`src/rtl/rsc_ctl_pkg.sv`:
```
// Package: shared widths, field positions, opcode values and select codes
// for the single-cycle control decoder. Assumes a 32-bit word with the
// opcode at the top, followed by three 5-bit register fields.
package rsc_ctl_pkg;

    localparam int XLEN   = 32;
    localparam int OPW    = 6;
    localparam int RIDW   = 5;
    localparam int LITW   = 16;
    localparam int OP_LSB = XLEN - OPW;
    localparam int RC_LSB = OP_LSB - RIDW;
    localparam int RA_LSB = RC_LSB - RIDW;
    localparam int RB_LSB = RA_LSB - RIDW;
    localparam int BODYW  = OP_LSB;

    localparam logic [OPW-1:0] OP_ADD  = 6'b100000;
    localparam logic [OPW-1:0] OP_ADDC = 6'b110000;
    localparam logic [OPW-1:0] OP_LD   = 6'b011000;
    localparam logic [OPW-1:0] OP_ST   = 6'b011001;
    localparam logic [OPW-1:0] OP_JMP  = 6'b011011;
    localparam logic [OPW-1:0] OP_BEQ  = 6'b011101;
    localparam logic [OPW-1:0] OP_LDR  = 6'b011111;

    localparam logic [1:0] ALU_ADD   = 2'd0;
    localparam logic [1:0] ALU_PASSA = 2'd1;

    localparam logic [1:0] WD_PC4 = 2'd0;
    localparam logic [1:0] WD_ALU = 2'd1;
    localparam logic [1:0] WD_MEM = 2'd2;

    localparam logic [2:0] PC_SEQ = 3'd0;
    localparam logic [2:0] PC_BR  = 3'd1;
    localparam logic [2:0] PC_JR  = 3'd2;
    localparam logic [2:0] PC_ILL = 3'd3;

    typedef enum logic [2:0] {
        K_ADD, K_ADDC, K_LD, K_ST, K_JMP, K_BEQ, K_LDR, K_ILL
    } op_kind_e;

    typedef struct packed {
        logic       rf_we;
        logic       mem_we;
        logic [1:0] alu_fn;
        logic       a_sel;
        logic       b_sel;
        logic       rd2_sel;
        logic       wa_sel;
        logic [1:0] wd_sel;
        logic [2:0] pc_sel;
        logic       illegal;
    } ctl_t;

endpackage

```
`src/rtl/rsc_field_split.sv`:
```
// Module: splits the instruction body (everything below the opcode) into
// register indices and a sign-extended literal. Assumes the field layout
// from rsc_ctl_pkg. Purely combinational.
module rsc_field_split
    import rsc_ctl_pkg::*;
#(
    parameter int W_BODY = BODYW,
    parameter int W_RID  = RIDW,
    parameter int W_LIT  = LITW,
    parameter int W_OUT  = XLEN
) (
    input  logic [W_BODY-1:0] body,
    output logic [W_RID-1:0]  rc_idx,
    output logic [W_RID-1:0]  ra_idx,
    output logic [W_RID-1:0]  rb_idx,
    output logic [W_OUT-1:0]  lit_sext
);
    localparam int L_RC  = W_BODY - W_RID;
    localparam int L_RA  = L_RC - W_RID;
    localparam int L_RB  = L_RA - W_RID;
    localparam int W_EXT = W_OUT - W_LIT;

    // Purpose: slice the three register index fields.
    always_comb begin
        rc_idx = body[L_RC +: W_RID];
        ra_idx = body[L_RA +: W_RID];
        rb_idx = body[L_RB +: W_RID];
    end

    // Purpose: replicate the literal sign bit up to the full word width.
    always_comb begin
        lit_sext = {{W_EXT{body[W_LIT-1]}}, body[W_LIT-1:0]};
    end
endmodule

```
`src/rtl/rsc_op_classify.sv`:
```
// Module: maps a 6-bit opcode to an instruction kind. Any opcode that is
// not one of the seven supported values maps to K_ILL. Combinational.
module rsc_op_classify
    import rsc_ctl_pkg::*;
#(
    parameter int W_OP = OPW
) (
    input  logic [W_OP-1:0] opcode,
    output op_kind_e        kind
);
    // Purpose: exact opcode match, with illegal as the fallback.
    always_comb begin
        unique case (opcode)
            OP_ADD:  kind = K_ADD;
            OP_ADDC: kind = K_ADDC;
            OP_LD:   kind = K_LD;
            OP_ST:   kind = K_ST;
            OP_JMP:  kind = K_JMP;
            OP_BEQ:  kind = K_BEQ;
            OP_LDR:  kind = K_LDR;
            default: kind = K_ILL;
        endcase
    end
endmodule

```
`src/rtl/rsc_ctl_table.sv`:
```
// Module: produces the control word for one instruction kind. Every output
// has a defined value for every kind (no don't-cares), so downstream logic
// and checks see a stable encoding. ra_zero only matters for K_BEQ.
module rsc_ctl_table
    import rsc_ctl_pkg::*;
(
    input  op_kind_e kind,
    input  logic     ra_zero,
    output ctl_t     ctl
);
    // Purpose: start from a neutral word, then apply per-kind overrides.
    always_comb begin
        ctl         = '0;
        ctl.alu_fn  = ALU_ADD;
        ctl.wd_sel  = WD_ALU;
        ctl.pc_sel  = PC_SEQ;
        unique case (kind)
            K_ADD: begin
                ctl.rf_we = 1'b1;
            end
            K_ADDC: begin
                ctl.rf_we = 1'b1;
                ctl.b_sel = 1'b1;
            end
            K_LD: begin
                ctl.rf_we  = 1'b1;
                ctl.b_sel  = 1'b1;
                ctl.wd_sel = WD_MEM;
            end
            K_ST: begin
                ctl.mem_we  = 1'b1;
                ctl.b_sel   = 1'b1;
                ctl.rd2_sel = 1'b1;
            end
            K_JMP: begin
                ctl.rf_we  = 1'b1;
                ctl.wd_sel = WD_PC4;
                ctl.pc_sel = PC_JR;
            end
            K_BEQ: begin
                ctl.rf_we  = 1'b1;
                ctl.wd_sel = WD_PC4;
                ctl.pc_sel = ra_zero ? PC_BR : PC_SEQ;
            end
            K_LDR: begin
                ctl.rf_we  = 1'b1;
                ctl.a_sel  = 1'b1;
                ctl.alu_fn = ALU_PASSA;
                ctl.wd_sel = WD_MEM;
            end
            default: begin
                ctl.rf_we   = 1'b1;
                ctl.wa_sel  = 1'b1;
                ctl.wd_sel  = WD_PC4;
                ctl.pc_sel  = PC_ILL;
                ctl.illegal = 1'b1;
            end
        endcase
    end
endmodule

```
`src/rtl/rsc_ctl_decoder.sv`:
```
// Module: top of the single-cycle control decoder. It joins the field
// splitter, the opcode classifier and the control table, and spreads the
// control word onto plain ports. Holds no state and takes no clock; all
// outputs follow instr and ra_zero within the same cycle.
module rsc_ctl_decoder
    import rsc_ctl_pkg::*;
(
    input  logic [XLEN-1:0] instr,
    input  logic            ra_zero,
    output logic [RIDW-1:0] rc_idx,
    output logic [RIDW-1:0] ra_idx,
    output logic [RIDW-1:0] rb_idx,
    output logic [XLEN-1:0] lit_sext,
    output logic            rf_we,
    output logic            mem_we,
    output logic [1:0]      alu_fn,
    output logic            a_sel,
    output logic            b_sel,
    output logic            rd2_sel,
    output logic            wa_sel,
    output logic [1:0]      wd_sel,
    output logic [2:0]      pc_sel,
    output logic            illegal
);
    op_kind_e kind;
    ctl_t     ctl;

    rsc_field_split u_fields (
        .body     (instr[BODYW-1:0]),
        .rc_idx   (rc_idx),
        .ra_idx   (ra_idx),
        .rb_idx   (rb_idx),
        .lit_sext (lit_sext)
    );

    rsc_op_classify u_class (
        .opcode (instr[OP_LSB +: OPW]),
        .kind   (kind)
    );

    rsc_ctl_table u_table (
        .kind    (kind),
        .ra_zero (ra_zero),
        .ctl     (ctl)
    );

    // Purpose: unpack the control word onto the output ports.
    always_comb begin
        rf_we   = ctl.rf_we;
        mem_we  = ctl.mem_we;
        alu_fn  = ctl.alu_fn;
        a_sel   = ctl.a_sel;
        b_sel   = ctl.b_sel;
        rd2_sel = ctl.rd2_sel;
        wa_sel  = ctl.wa_sel;
        wd_sel  = ctl.wd_sel;
        pc_sel  = ctl.pc_sel;
        illegal = ctl.illegal;
    end
endmodule

```
`config.mk`:
```
export PLATFORM = sky130hd
export DESIGN_NAME = rsc_ctl_decoder
export DESIGN_NICKNAME = d
export VERILOG_FILES = /design/src/rtl/rsc_ctl_pkg.sv /design/src/rtl/rsc_field_split.sv /design/src/rtl/rsc_op_classify.sv /design/src/rtl/rsc_ctl_table.sv /design/src/rtl/rsc_ctl_decoder.sv
export SDC_FILE = /design/constraint.sdc
export NUM_CORES = 1
export LEC_CHECK = 0
export ABC_AREA = 0
export BUFFER_PORTS_ARGS = -buffer_cell sky130_fd_sc_hd__buf_4
export CORE_MARGIN = 2
export CORE_UTILIZATION = 28
export DETAILED_ROUTE_END_ITERATION = 8
export MAX_ROUTING_LAYER = met4
export PLACE_DENSITY = 0.85
export SLEW_MARGIN = 20
export SYNTH_ARGS = -nofsm -noshare
export SYNTH_HDL_FRONTEND = slang
export SYNTH_SLANG_ARGS = --single-unit
```
`constraint.sdc`:
```
create_clock -name vclk -period 1.31
set_input_delay 0.1965 -clock vclk [all_inputs]
set_output_delay 0.1965 -clock vclk [all_outputs]
set_load 0.03 [all_outputs]
```
Yosys cells after proc, flatten, opt, wreduce, memory -nomap -nowiden
Index checks and enable logic that the tools add are counted.
{"block": "op_classes", "n_reduce_logical": 6, "mux": 9, "eq_ne": 13}
{"operator": "$eq A6 B5 Y1 const B", "n": 5}
{"operator": "$pmux W3 S7", "n": 1}
{"operator": "$eq A6 B6 Y1 const B", "n": 2}
{"operator": "$eq A3 B3 Y1 const B", "n": 3}
{"operator": "$pmux W3 S3", "n": 1}
{"operator": "$reduce_or A7 Y1", "n": 1}
{"operator": "$eq A3 B2 Y1 const B", "n": 2}
{"operator": "$reduce_or A3 Y1", "n": 2}
{"operator": "$mux W1", "n": 5}
{"operator": "$reduce_or A5 Y1", "n": 1}
{"operator": "$pmux W2 S2", "n": 1}
{"operator": "$eq A3 B1 Y1 const B", "n": 1}
{"operator": "$logic_not A3 Y1", "n": 1}
{"operator": "$mux W2", "n": 1}
{"operator": "$reduce_or A2 Y1", "n": 1}
{"block": "totals", "out_inout_bits": 61, "regBits": 0, "inputBits": 33}

Logic depth before layout (Yosys ltp)
Gate-level depths: netlist (run 1).
{"block": "logic_depth", "depth_word": 5, "depth_mapped": 4, "depth_no_buf": 3}

Cells and area by module
A second synthesis (run 1) with hierarchy kept.
{"block": "unflattened", "cells_unflattened": 76, "hier_area_um2": 533.0}
{"mod": "rsc_field_split", "cells_each": 47, "instances": 1, "area_each_um2": 352.8}
{"mod": "rsc_ctl_table", "cells_each": 17, "instances": 1, "area_each_um2": 110.1}
{"mod": "rsc_op_classify", "cells_each": 12, "instances": 1, "area_each_um2": 70.1}

Worst setup path after synthesis (run 1)
No wires, ideal clock.
{"block": "synth_timing", "kind": "input-to-output", "from": "input instr[31]", "to": "output rf_we", "setup_slack_ns": -0.434, "t_arrival_ns": 1.547, "path_buffers": 0, "stages": 3, "t_required_ns": 1.113, "path_cell_list": "nand4b_1 nor3_1 inv_1"}
{"block": "synth_between", "elab_chain_len": 4}
{"item": "start, declared", "line_no": "rsc_ctl_decoder.sv:8", "rtl": "input logic [XLEN-1:0] instr,"}
{"item": "$eq A6 B5 Y1 / $eq A6 B6 Y1 (equally long branches)", "line_no": "rsc_op_classify.sv:13", "rtl": "unique case (opcode)"}
{"item": "$pmux W3 S7 *", "line_no": "rsc_op_classify.sv:13"}
{"item": "$eq A3 B2 Y1 *", "line_no": "rsc_ctl_table.sv:17", "rtl": "unique case (kind)"}
{"item": "$mux W1 *", "line_no": "rsc_ctl_table.sv:17"}
{"item": "end, declared", "line_no": "rsc_ctl_decoder.sv:14", "rtl": "output logic rf_we,"}
Mark *: on every way between the ends. The rest lies on a longest branch, timed or not.

Worst setup path after layout (run 1)
{"block": "layout_timing", "from": "input instr[29]", "to": "output b_sel"}
{"block": "layout_between", "elab_chain_len": 5}
{"item": "$eq A6 B5 Y1 / $eq A6 B6 Y1 (equally long branches)", "line_no": "rsc_op_classify.sv:13"}
{"item": "$pmux W3 S7 *", "line_no": "rsc_op_classify.sv:13"}
{"item": "$eq A3 B1 Y1 / $eq A3 B2 Y1 (equally long branches)", "line_no": "rsc_ctl_table.sv:17"}
{"item": "$reduce_or A3 Y1 (no source line) *"}
{"item": "$mux W1 *", "line_no": "rsc_ctl_table.sv:17"}
{"item": "end, declared", "line_no": "rsc_ctl_decoder.sv:18", "rtl": "output logic b_sel,"}
Marks and branches as above.

==> reports/qor.csv, run 1 <==
metric,value,unit
num-clock-buffers,0,
yosys-top-cells-count,"52 x buf_4, 4 x inv_1, 2 x a21oi_1, 2 x and3_1, 2 x o21ai_0",
seq_cell_count,0,
final_max_slew_viol_count,0,
io_buffers,19,
yosysTopAreaCellShare,0.7628,
worstPathArrival,1.09,ns
pwr-share-comb,1.000,
nets,82,
post-synth-top-count-cell,buf_4,
placed_area,332.8,µm²
drt_iter0_drc,1,
syn_area_per_cell,6.915,µm²
fmax,774.9,MHz
wl,880,µm
p_int,49.16,µW
die_area,2186,µm²
grt_use_total,0.06073,
critPathLaunchType,input pin,
run_status,"complete, no violations",
gp_congestion,0.5490,
p_per_area,281.4,nW/µm²
drc,0,
crit_fanout,3,
antenna_found_initial,0,
yosysTopAreaCell,buf_4,
power_leakage,0.0001929,µW
switching_share,0.5524,
slowest_delay,0.40,ns
core_area,1727,µm²
cap_violations,0,
fp.dieW,46.75,µm
path_class,in -> out,
diodes,0,
utilization,0.2261,
row_count,15,
post_drt_wl_per_cell,12.22,µm
hold-worst-slack,0.3930,ns
grt_max_degree,19,
netlist_area,511.7,µm²
rsz0062_at_grt,yes,
synth_cells,74,
die_y,46.75,µm
dr.pass1.iters,3,
period_share,0.9851,
drtAntennaViolNets,0,
p_sw,60.67,µW
seqPwrFrac,0,
ys_seq_area_frac,0,
period_minus_slack,1.291,ns
peakVddDrop,0.07386,mV
hp-class,in -> out,
finalSetupTns,0,ns
fillers,194,
drive_above_1_share,0.6596,
num_io_pins,94,
yosysUniqueCellTypes,17,
area_growth,-23.72,%
hold_viol,0,
grt_pass1_wl,1000,µm
required,1.11,ns
clockPowerShare,0,
grt_pass1_vias,239,
critical_path.slowest_cell,or3b_4,
final-setup-viol-count,0,
register_area,0,µm²
hpwl,667.5,µm
crit_path_cell_trace,buf_8 > or3b_4 > o21ai_1 > and3_1 > buf_6,
yosysWarnings,0,
num_vias,293,
crit_path_end_kind,primary output,
multi_input_area,137.6,µm²
grt-ovfl-total,0,
stdcell_area,390.4,µm²
synth_area_leaders,"buf_4 76%, inv_1 2.9%, and3_1 2.4%",
vias_per_cell,4.069,
initial_utilization,0.2964,
[power by group through the flow]
stage / logic (µW) / clock network, µW / registers (µW)
5_1_grt: 117 / 0 / 0
3_3_place_gp: 92.7 / 0 / 0
4_1_cts: 97.8 / 0 / 0
3_5_place_dp: 94.7 / 0 / 0
2_1_floorplan: 323 / 0 / 0
6_report: 110 / 0 / 0
[per-stage QoR]
stage,power (µW),instances,setup WS [ns]
2_1_floorplan,323.3,75,-0.01980
3_3_place_gp,92.73,69,-0.007849
3_5_place_dp,94.73,69,-0.04301
4_1_cts,97.81,69,-0.002705
5_1_grt,117.1,72,-0.02477
6_report,109.8,72,0.01947
[critical path, delay by kind of cell]
kind	cells	cell delay, ns
compound gates	1	0.08
buf+inv	2	0.23
simple gates	2	0.58
[kinds of logic (layout without fill, tap and decap cells)]
| logic type | count (synthesis) | after routing | share of synthesized area |
|---|---|---|---|
| simple gates | 10 | 10 | 0.1222 |
| buf+inv | 56 | 28 | 0.7922 |
| other cells | 1 | 2 | 0.007328 |
| compound gates | 7 | 7 | 0.07824 |
[per-layer routing]
metal	track usage	part of all wire	vias to the layer above
li1	-	-	127
met1	0.04368	0.30	139
met2	0.1333	0.56	24
met3	0.02308	0.13	3
met4	0.01111	0.0091	0
met5	-	0	-
[what timing repair did]
item	in CTS	in global routing
setup buffers	0	3
pin swaps	2	3
gates resized for setup	4	7
hold buffers	0	0
gates cloned	0	0
setup endpoints to repair	6	8
[final cells by class]
class              instances  share of cell area
multi-input cells         19              0.3526
inverters                  4             0.03846
well taps                 25             0.08013
repair buffers            24              0.5288
[placed cells by master, fill, tap and decap left out, drive strengths merged]
cell type  instances
nand3              1
nor3               1
and3               2
nor2               1
buf               24
nand3b             1
or3b               1
or3                1
a21boi             1
o21ai              3
conb               2
a22oi              1
nand4b             1
a21oi              2
inv                4
nand2              1
[final timing paths]
check,cells past startpoint,to,slack [ns],startpoint
min,0,lit_sext[8],0.39,instr[8]
max,5,b_sel,0.02,instr[29]
No activity file was read; power rests on OpenSTA's default activity.
==> run 2: changes to the inputs <==
==> constraint.sdc (replaced) <==
create_clock -name vclk -period 1.31
set_input_delay 0.131 -clock vclk [all_inputs]
set_output_delay 0.131 -clock vclk [all_outputs]
set_load 0.03 [all_outputs]
==> run 2 against run 1 <==
Hold slack got worse by 0.13 ns. Non-clock buffer count shrank 5. Sequential cell count did not move. Design area down 22%. Die area stayed put. Via count down 4.4%. Largest cell class unchanged. Highest routed layer unchanged. Total power is 23% lower. Sequential share of layout area unchanged. Critical path depth did not move. Critical path type unchanged.
==> reports/qor.csv, run 2 (same netlist as run 1, synthesis figures left out) <==
metric,value,unit,change
fmax,832.4,MHz,+7.4%
met3_usage,0.03077,,+0.007692
finalSetupTns,0,ns,unchanged
grt_pass1_vias,214,,-10%
p_sw,51.21,µW,-16%
post_drt_wl_per_cell,10.30,µm,-16%
critPathTopFamily,simple AND/OR/NAND/NOR gates,,
worstPathArrival,1.07,ns,-0.02 ns
pwr-share-comb,1.000,,about the same
drive_above_1_share,0.5000,,-0.1596
io_buffers,19,,unchanged
num_vias,280,,-4.4%
rsz0062_at_grt,no,,
layout_setup_ws,0.1087,ns,+0.08925 ns
utilization,0.1761,,-0.05000
ctsResizeCount,0,,-4
cts-hold-fix-buffers,0,,unchanged
nets,77,,-6.1%
hpwl,596.1,µm,-11%
seq_cell_count,0,,unchanged
power_leakage,0.0001586,µW,-18%
place_ws,0.09625,ns,+0.1393 ns
cap_violations,0,,unchanged
switching_share,0.6026,,+0.05019
fillers,213,,+9.8%
required,1.18,ns,+0.07 ns
seqPwrFrac,0,,unchanged
register_area,0,µm²,unchanged
p_int,33.78,µW,-31%
fp.dieW,46.75,µm,unchanged
grt_max_degree,19,,unchanged
run_status,"complete, no violations",,
crit_path_end_kind,primary output,,
drtAntennaViolNets,0,,unchanged
final_max_slew_viol_count,0,,unchanged
wl,690,µm,-22%
slowest_delay,0.41,ns,about the same
period_share,0.9170,,-0.06813
drc,0,,unchanged
layout_commonest_cell,buf_4,,
die_y,46.75,µm,unchanged
area_growth,-40.59,%,
critPathLaunchType,input pin,,
dr.pass1.iters,2,,-1
crit_path_cell_trace,buf_4 > or3b_1 > o21ai_1 > and3_1 > buf_4,,
diodes,0,,unchanged
hp-class,in -> out,,
p_per_area,279.5,nW/µm²,-0.65%
postCtsSetupRepairBufs,0,,unchanged
num_io_pins,94,,unchanged
initial_utilization,0.2964,,unchanged
met2_usage,0.09167,,-0.04167
crit_fanout,5,,+2
path_depth,5,,unchanged
clockPowerShare,0,,unchanged
hold_viol,0,,unchanged
antenna_found_initial,0,,unchanged
gp_congestion,0.5008,,-8.8%
path_buf_inv,2,,unchanged
grt_pass1_wl,869,µm,-13%
peakVddDrop,0.07138,mV,-3.4%
grt_use_total,0.05182,,-0.008907
die_area,2186,µm²,unchanged
num-clock-buffers,0,,unchanged
busiest_layer,met2,,
vias_per_cell,4.179,,+2.7%
use_met1,0.04828,,+0.004598
final_cell_mix,"19 x buf_4, 4 x inv_1",,
period_minus_slack,1.201,ns,-0.08925 ns
final-setup-viol-count,0,,unchanged
path_class,in -> out,,
drt_iter0_drc,2,,+1
hold_path_depth,0,,unchanged
row_count,15,,unchanged
grt-ovfl-total,0,,unchanged
core_area,1727,µm²,unchanged
crit_top_cell,buf_4,,
critical_path.slowest_cell,or3b_1,,
[run 2: cell type report]
type | instances | area [µm²] | area share
inverters | 4 | 15.01 | 0.04938
multi-input cells | 19 | 115.1 | 0.3786
well taps | 25 | 31.28 | 0.1029
repair buffers | 19 | 142.6 | 0.4691
[run 2: layer usage]
layer  routed length (µm)  vias up
met5                    0        -
met4                    4        0
met3                  152        2
met2                  352       39
met1                  181      122
li1                     -      117
[run 2: final timing paths]
check,startpoint,end,slack [ns]
max,instr[26],b_sel,0.11
min,instr[0],lit_sext[0],0.26
[run 2: per-stage QoR]
stage | total power [µW] | instances | area, µm² | hold slack, ns
4_1_cts | 85.76 | 67 | 304.0 | 0.2622
3_5_place_dp | 85.61 | 67 | 304.0 | 0.2622
5_1_grt | 92.62 | 67 | 304.0 | 0.2620
2_1_floorplan | 320.9 | 75 | 520.5 | 0.3373
3_3_place_gp | 83.54 | 67 | 304.0 | 0.2622
6_report | 84.99 | 67 | 304.0 | 0.2620
[run 2: power by group through the flow]
stage / logic (µW) / registers (µW) / clock network (µW)
final: 85.0 / 0 / 0
after global routing: 92.6 / 0 / 0
after CTS: 85.8 / 0 / 0
after detailed placement: 85.6 / 0 / 0
after global placement: 83.5 / 0 / 0
after floorplan: 321 / 0 / 0
==> run 3: changes to the inputs <==
--- a/config.mk
+++ b/config.mk
@@ -10,7 +10,6 @@
 export CORE_MARGIN = 2
 export CORE_UTILIZATION = 28
 export DETAILED_ROUTE_END_ITERATION = 8
-export MAX_ROUTING_LAYER = met4
 export PLACE_DENSITY = 0.85
 export SLEW_MARGIN = 20
 export SYNTH_ARGS = -nofsm -noshare
==> run 3 against run 2 <==
Non-clock buffer count did not move. Total power barely moved. Sequential cell count did not move. First-iteration DRC count rose to 3.0 times the previous value. Design area did not move. Sequential share of layout area did not move. Worst setup slack got worse by 0.0014 ns. Largest cell class unchanged. Highest routed layer unchanged. Die area did not move.
==> reports/qor.csv, run 3 (same netlist as run 1, synthesis figures left out) <==
metric,value,unit,change
final-setup-viol-count,0,,unchanged
layout_commonest_cell,buf_4,,
finalSetupTns,0,ns,unchanged
drtAntennaViolNets,0,,unchanged
hp-class,in -> out,,
period_share,0.9181,,+0.001078
num_io_pins,94,,unchanged
stdcell_area,304.0,µm²,unchanged
dp.cells,67,,unchanged
power_leakage,0.0001586,µW,unchanged
diodes,0,,unchanged
gp_congestion,0.5008,,unchanged
hold_path_depth,0,,unchanged
grt_use_total,0.05020,,-0.001626
p_per_area,279.8,nW/µm²,about the same
die_y,46.75,µm,unchanged
crit_path_end_kind,primary output,,
io_buffers,19,,unchanged
seq_cell_count,0,,unchanged
num-clock-buffers,0,,unchanged
peakVddDrop,0.07141,mV,about the same
antenna_found_initial,0,,unchanged
critPathLaunchType,input pin,,
initial_utilization,0.2964,,unchanged
path_class,in -> out,,
placed_area,304.0,µm²,unchanged
fp.dieW,46.75,µm,unchanged
fin_cells,67,,unchanged
core_area,1727,µm²,unchanged
worstPathArrival,1.07,ns,about the same
die_area,2186,µm²,unchanged
nets,77,,unchanged
hold_viol,0,,unchanged
power.total,85.07,µW,about the same
period_minus_slack,1.203,ns,+0.001412 ns
vias_per_cell,4.075,,-2.5%
utilization,0.1761,,unchanged
grt-ovfl-total,0,,unchanged
rsz0062_at_grt,no,,
final_max_slew_viol_count,0,,unchanged
num_vias,273,,-2.5%
cts-hold-fix-buffers,0,,unchanged
drc,0,,unchanged
dr.pass1.iters,3,,+1
wl,695,µm,+0.72%
area_growth,-40.59,%,unchanged
hpwl,596.1,µm,unchanged
register_area,0,µm²,unchanged
row_count,15,,unchanged
postCtsSetupRepairBufs,0,,unchanged
post_drt_wl_per_cell,10.37,µm,+0.72%
required,1.18,ns,about the same
cap_violations,0,,unchanged
fillers,213,,unchanged
final_cell_mix,"19 x buf_4, 4 x inv_1",,
fmax,831.5,MHz,-0.12%
run_status,"complete, no violations",,
crit_fanout,5,,unchanged
ctsResizeCount,0,,unchanged
grt_pass1_vias,212,,-0.93%
drive_above_1_share,0.5000,,unchanged
grt_max_degree,19,,unchanged
grt_pass1_wl,869,µm,unchanged
drt_iter0_drc,6,,+4
run 3: cell counts in the layout (fill, tap and decap cells not counted):
Identical to the previous run, type by type.
run 3: critical path, cell delays in order:
cell and delay (ns):
buf_4 0.12, or3b_1 0.41, o21ai_1 0.09, and3_1 0.17, buf_4 0.15
run 3: layout make-up:
type	instances	area (µm²)	area share
Timing Repair Buffer	19	142.6	0.4691
Inverter	4	15.01	0.04938
Multi-Input combinational cell	19	115.1	0.3786
Tap cell	25	31.28	0.1029
run 3: worst paths after layout:
check	start	endpoint
setup / recovery	instr[26]	b_sel
hold / removal	instr[0]	lit_sext[0]
run 3: per-layer routing:
layer	part of all wire	track usage	vias up
li1	-	-	116
met1	0.28	0.04828	116
met2	0.50	0.09167	39
met3	0.22	0.03077	2
met4	0.0058	0.01111	0
met5	0	0	-
run 3: power breakdown:
part	internal (µW)	switching, µW	leakage (µW)	total, µW
clock network	0	0	0	0
registers	0	0	0	0
logic	33.8	51.3	0.000159	85.1
run 3: per-stage QoR:
step           setup slack (ns)  hold slack [ns]
2_1_floorplan           0.04196           0.3373
3_3_place_gp             0.1383           0.2622
3_5_place_dp            0.09625           0.2622
4_1_cts                 0.09628           0.2622
5_1_grt                 0.03415           0.2620
6_report                 0.1073           0.2620
